<file path="src/rtl/winbase_pkg.sv">
package winbase_pkg;
    localparam int REG_W      = 64;
    localparam int BASE_LO    = 15;
    localparam int BASE_HI    = 38;
    localparam int BASE_W     = BASE_HI - BASE_LO + 1;
    localparam int TOP_PAD    = REG_W - 1 - BASE_HI;
    localparam int MID_PAD    = BASE_LO - 1;
    localparam int NBYTES     = REG_W / 8;
    localparam int CFG_OFF_W  = 12;
    localparam logic [CFG_OFF_W-1:0] REG_OFF_LO = 12'h048;
    localparam logic [CFG_OFF_W-1:0] REG_OFF_HI = 12'h04C;

    typedef struct packed {
        logic [BASE_W-1:0] base;
        logic              en;
    } win_state_t;

    function automatic logic [REG_W-1:0] pack_reg(input win_state_t s);
        return {{TOP_PAD{1'b0}}, s.base, {MID_PAD{1'b0}}, s.en};
    endfunction
endpackage

</file>
<file path="src/rtl/winbase_field.sv">
module winbase_field
    import winbase_pkg::*;
(
    input  logic                 clk,
    input  logic                 rst_n,
    input  logic [CFG_OFF_W-1:0] cfg_off,
    input  logic                 cfg_we,
    input  logic [NBYTES-1:0]    cfg_be,
    input  logic [REG_W-1:0]     cfg_wdata,
    input  logic                 lock_i,
    output win_state_t           state_o
);
    win_state_t       st_d, st_q;
    logic [REG_W-1:0] merged;
    logic             accept;

    always_comb begin
        accept = cfg_we && !lock_i && (cfg_off == REG_OFF_LO);
        merged = pack_reg(st_q);
        for (int b = 0; b < NBYTES; b++) begin
            if (cfg_be[b]) merged[8*b +: 8] = cfg_wdata[8*b +: 8];
        end
        st_d = st_q;
        if (accept) begin
            st_d.base = merged[BASE_HI:BASE_LO];
            st_d.en   = merged[0];
        end
    end

    always_ff @(posedge clk) begin
        if (!rst_n) st_q <= '0;
        else        st_q <= st_d;
    end

    assign state_o = st_q;
endmodule

</file>
<file path="src/rtl/winbase_rdmux.sv">
module winbase_rdmux
    import winbase_pkg::*;
(
    input  logic [CFG_OFF_W-1:0] cfg_off,
    input  win_state_t           state_i,
    output logic [31:0]          rdata_o
);
    logic [REG_W-1:0] full;

    always_comb begin
        full = pack_reg(state_i);
        if (cfg_off == REG_OFF_LO)      rdata_o = full[31:0];
        else if (cfg_off == REG_OFF_HI) rdata_o = full[63:32];
        else                            rdata_o = '0;
    end
endmodule

</file>
<file path="src/rtl/winbase_decode.sv">
module winbase_decode
    import winbase_pkg::*;
(
    input  logic [REG_W-1:0] addr_i,
    input  win_state_t       state_i,
    output logic             hit_o,
    output logic [BASE_LO-1:0] ofs_o
);
    logic upper_clear;
    logic base_match;

    always_comb begin
        upper_clear = (addr_i[REG_W-1:BASE_HI+1] == '0);
        base_match  = (addr_i[BASE_HI:BASE_LO] == state_i.base);
        hit_o       = state_i.en && upper_clear && base_match;
        ofs_o       = addr_i[BASE_LO-1:0];
    end
endmodule

</file>
<file path="src/rtl/winbase_reg.sv">
module winbase_reg
    import winbase_pkg::*;
(
    input  logic                 clk,
    input  logic                 rst_n,
    input  logic [CFG_OFF_W-1:0] cfg_off,
    input  logic                 cfg_we,
    input  logic [NBYTES-1:0]    cfg_be,
    input  logic [REG_W-1:0]     cfg_wdata,
    output logic [31:0]          cfg_rdata,
    input  logic                 lock_i,
    input  logic [REG_W-1:0]     mem_addr,
    output logic                 mem_hit,
    output logic [BASE_LO-1:0]   mem_ofs
);
    win_state_t        state;
    logic [BASE_W-1:0] base_q;
    logic              en_q;

    winbase_field u_field (
        .clk       (clk),
        .rst_n     (rst_n),
        .cfg_off   (cfg_off),
        .cfg_we    (cfg_we),
        .cfg_be    (cfg_be),
        .cfg_wdata (cfg_wdata),
        .lock_i    (lock_i),
        .state_o   (state)
    );

    winbase_rdmux u_rdmux (
        .cfg_off (cfg_off),
        .state_i (state),
        .rdata_o (cfg_rdata)
    );

    winbase_decode u_decode (
        .addr_i  (mem_addr),
        .state_i (state),
        .hit_o   (mem_hit),
        .ofs_o   (mem_ofs)
    );

    assign base_q = state.base;
    assign en_q   = state.en;
endmodule

</file>
<file path="config.mk">
export PLATFORM = sky130hd
export DESIGN_NAME = winbase_reg
export DESIGN_NICKNAME = d
export VERILOG_FILES = /design/src/rtl/winbase_pkg.sv /design/src/rtl/winbase_field.sv /design/src/rtl/winbase_rdmux.sv /design/src/rtl/winbase_decode.sv /design/src/rtl/winbase_reg.sv
export SDC_FILE = /design/constraint.sdc
export NUM_CORES = 1
export LEC_CHECK = 0
export BUFFER_PORTS_ARGS = -buffer_cell sky130_fd_sc_hd__buf_2
export CAP_MARGIN = 10
export CORE_ASPECT_RATIO = 1.1
export CORE_UTILIZATION = 30
export DETAILED_ROUTE_END_ITERATION = 6
export PLACE_DENSITY = 0.76
export SLEW_MARGIN = 20
export SYNTH_ARGS = -nofsm -noshare
export SYNTH_HDL_FRONTEND = slang
export SYNTH_SLANG_ARGS = --single-unit
</file>
<file path="constraint.sdc">
create_clock -name clk -period 2.1 [get_ports clk]
set_input_delay 0.42 -clock clk [delete_from_list [all_inputs] [get_ports clk]]
set_output_delay 0.42 -clock clk [all_outputs]
set_load 0.1 [all_outputs]
</file>
Yosys cells after proc, flatten, opt, wreduce, memory -nomap -nowiden
Index checks and enable logic that the tools add are counted.
- equal/unequal tests: 3
- multiplexer cells: 2
- reduce and logical (&&, ||, !) cells: 11
- operators with widths (cell ; count):
    two-way mux 32 bit ; 1
    zero test 25 bit ; 1
    == test 12 x 7 -> 1 bit (second input constant) ; 2
    == test 24 bit ; 1
    AND reduction 2 bit ; 5
    two-way mux 7 bit ; 1
    logical AND 1 bit ; 4
    zero test 1 bit ; 1
- register bits after elaboration: 25
- word-level logic and storage cells: 21

Logic depth before layout (Yosys ltp)
- depth after elaboration: 4
- mapped depth: 5

By module
From an unflattened synthesis, not the netlist that was laid out.
- cell total of the unflattened synthesis: 250
- area total of the unflattened synthesis: 2142.1 µm²
- modules (own cells, without submodules) (module ; instances ; cells an instance ; area an instance (µm²)):
    winbase_field ; 1 ; 122 ; 1133.6
    winbase_rdmux ; 1 ; 71 ; 570.5
    winbase_decode ; 1 ; 57 ; 437.9

Worst setup path before layout
No wires, ideal clock.
- kind: in2out
- start point: input mem_addr[36]
- end point: output mem_hit
- arrival time: 3.838 ns
- required time: 1.680 ns
- path slack: -2.158 ns
- stages: 4
- buffers on the path: 0
- cells stage by stage: xor2_1 nor4_1 nand4_1 nor4_1
- longest elaborated chain between the ends: 2
- ends and longest elaborated chain (item ; line ; source):
    start: declaration ; winbase_reg.sv:12 ; input logic [REG_W-1:0] mem_addr,
    == test 24 bit ; winbase_decode.sv:14 ; base_match = (addr_i[BASE_HI:BASE_LO] == state_i.base);
    logical AND 1 bit ; winbase_decode.sv:15 ; hit_o = state_i.en && upper_clear && base_match;
    end: declaration ; winbase_reg.sv:13 ; output logic mem_hit,
No other way between the ends.

Worst setup path after layout
- start point: input cfg_off[8]
- end point: output cfg_rdata[29]
- longest elaborated chain between the ends: 2
- ends and longest elaborated chain (item ; line ; source):
    start: declaration ; winbase_reg.sv:6 ; input logic [CFG_OFF_W-1:0] cfg_off,
    == test 12 x 7 -> 1 bit ; winbase_rdmux.sv:12 ; if (cfg_off == REG_OFF_LO) rdata_o = full[31:0];
    two-way mux 32 bit ; winbase_rdmux.sv:12 ;
    end: declaration ; winbase_reg.sv:10 ; output logic [31:0] cfg_rdata,
No other way between the ends.

==> flow_summary.yaml <==
outcome:
  status: "finished, violations left"
  failed_checks: "setup timing"
placed_design:
  placed_area_um2: 2774
  hpwl_um: 4298
  place_inst: 386
  portBuffers: 119
  place_congestion: 0.6981
  dp_slack_ns: -0.1796
yosys:
  synth_top_area_cell: "dfxtp_1"
  yosysMostFrequentCell: "nand2_1"
  seq_area_frac_synth: 0.2903
  synth_top_cells_by_count: "50 x nand2_1, 25 x dfxtp_1, 24 x buf_4"
  yosysUniqueCellTypes: 23
  synthCells: 210
  yosys.area.top_type_share: 0.2903
  ys_warn_count: 0
  ys.flop_type: "dfxtp_1"
  synth_edf_count: 0
  ys_ff_latch: 25
  syn-cell-area_um2: 1724
  synth_area_per_cell_um2: 8.210
  ys_top_cells_by_area: "dfxtp_1 29%, mux2i_1 13%, xor2_1 12%"
  ys_async_sr_fraction: 0
sta:
  timing.hold.ws_ns: 0.3808
  hold_violations: 0
  fmax_mhz: 430.2
  finalSetupViolations: 25
  clock_skew_ns: 0
  setup_ws_ns: -0.2244
  finalCritPeriodShare: 1.107
  rsz0062_at_grt: "true"
  slew_viol_final: 0
  period_minus_slack_ns: 2.324
floorplan:
  fp.dieH_um: 81.51
  pin_count: 200
  die_w_um: 74.28
  num_rows: 28
  die_area_um2: 6055
  start_util: 0.3155
  core_area_um2: 5465
global_routing:
  grt_pass1_vias: 1694
  gr-max-usage-layer: "met2"
  grt_overflow: 0
  grt_max_degree: 27
  use_met2: 0.3318
  grt_pass1_wl_um: 7900
  grtUsageMet1: 0.1926
  grt_use_met3: 0.04540
  grt_use_total: 0.1750
  antenna_found_initial: 0
power_and_ir_drop:
  switchingPower_uw: 288.4
  pwr-share-seq: 0.480
  leakagePower_nw: 1.583
  combinationalPowerShare: 0.221
  p_sw_frac: 0.2930
  pwr-share-clk: 0.299
  p_per_area_nw_per_um2: 330.6
  vdd_drop_max_v: 0.0002436
  internal-power_uw: 696.0
finish:
  syn_to_final_growth_pct: 72.71
  instances_no_fill: 396
  design_area_um2: 2978
  drive_above_1_share: 0.5389
  final_util: 0.5449
  layout.nets: 474
  diodes: 0
  largest_register_ff_count: 25
route:
  num_vias: 1765
  wl_per_cell_um: 14.11
  dr.pass1.iters: 4
  remaining_drc_errors: 0
  totalWireLength_um: 5589
  vias_per_cell: 4.457
  initialDrtViolationCount: 38
  ant_nets: 0
setup_path:
  crit_top_cell: "buf_12"
  slowest_delay_ns: 0.56
  critical_path_class: "primary input to output pin"
  cp_cell_sequence: "buf_6 > or4b_4 > nor3_4 > buf_12 > clkbuf_16 > and2_4 > buf_12"
  cp_num_buf_inv: 4
  slowest_stage: "or4b_4"
  path_delay_family: "simple AND/OR/NAND/NOR gates"
  cp-start-kind: "primary input"
  crit_path_end_kind: "output pin"
  worstPathArrival_ns: 1.90
  critPathRequiredTime_ns: 1.68
  worstReg2RegStart: "u_field.state_o[0]"
  reg2reg_slack_ns: 1.34
  r2r-end: "u_field.state_o[0]"
  rr_worst_depth: 3
  crit_fanout: 4
  worstSetupPathDepth: 7
worst_hold_path:
  hold_class: "primary input to flop"
  holdPathEnd: "u_field.state_o[18]"
  hp-start: "cfg_wdata[32]"
  hold_depth: 3
clock_tree:
  cts_buffers: 3
  cts_buffer_depth: 2
  clk_latency_ns: 0.27
  tritoncts: "yes"
  clock_sinks: 25
  clkTransAtPathRegs_ns: 0.09
  clockRootBuffer: "clkbuf_8"
  htree_levels: 1
run:
  drv_cap: 0
## final cells by class
class / instances / area, um^2
Tap cell: 75 / 93.84
Fill cell: 492 / 2487
Sequential cell: 25 / 506.7
Inverter: 1 / 3.754
Timing Repair Buffer: 131 / 1161
Clock buffer: 4 / 45.04
Multi-Input combinational cell: 160 / 1167
## layout by cell type, fill, tap and decap left out, types with 4 or more instances in the layout
cell	n
xor2_1	22
mux2i_1	23
buf_4	4
buf_6	4
buf_12	28
buf_2	92
conb_1	8
dfxtp_1	22
nor4_1	8
and2_4	23
nand2_1	49
## logic make-up after synthesis
kind of cell | share of synthesized area
simple gates | 0.3077
buf+inv | 0.1219
flops | 0.2903
xor+xnor | 0.1219
mux | 0.1335
compound gates | 0.02250
other cells | 0.002175
## tightest hold or removal path, cell delays in order
cell and delay, ns:
buf_2 0.09, nand2_1 0.04, mux2i_1 0.05
## layer usage
metal | vias to the layer above | share of wire
li1 | 888 | -
met1 | 793 | 0.39
met2 | 78 | 0.52
met3 | 6 | 0.081
met4 | 0 | 0.0064
met5 | - | 0
## repair_timing
| item | 4_1_cts | 5_1_grt |
|---|---|---|
| hold buffers | 0 | 0 |
| setup endpoints to repair | 25 | 25 |
| buffers inserted | 1 | 2 |
| gates resized for setup | 3 | 14 |
| pin swaps | 3 | 11 |
| gates cloned | 0 | 3 |
## power groups by stage
stage | logic [mW] | registers, mW | clock network [mW]
after CTS | 0.214 | 0.474 | 0.306
after floorplan | 0.254 | 0.485 | 0
after global placement | 0.208 | 0.485 | 0
final | 0.218 | 0.472 | 0.294
after detailed placement | 0.212 | 0.485 | 0
after global routing | 0.239 | 0.472 | 0.327
## stage by stage
| stage | setup TNS [ns] | power, mW |
|---|---|---|
| CTS | -3.313 | 0.9931 |
| global route | -5.499 | 1.039 |
| floorplan | -2.645 | 0.7391 |
| global placement | -3.530 | 0.6931 |
| finish | -4.580 | 0.9844 |
| detailed placement | -3.771 | 0.6966 |
## how the worst max path moves through the flow
stage	startpoint	end	slack, ns
finish	cfg_off[8]	cfg_rdata[29]	-0.22
floorplan	mem_addr[25]	mem_hit	-0.34
global placement	cfg_off[7]	cfg_rdata[23]	-0.16
detailed placement	cfg_off[7]	cfg_rdata[18]	-0.18
CTS	u_field.state_o[19]	mem_hit	-0.21
global route	u_field.state_o[5]	mem_hit	-0.31
No activity file was read; power rests on OpenSTA's default activity.
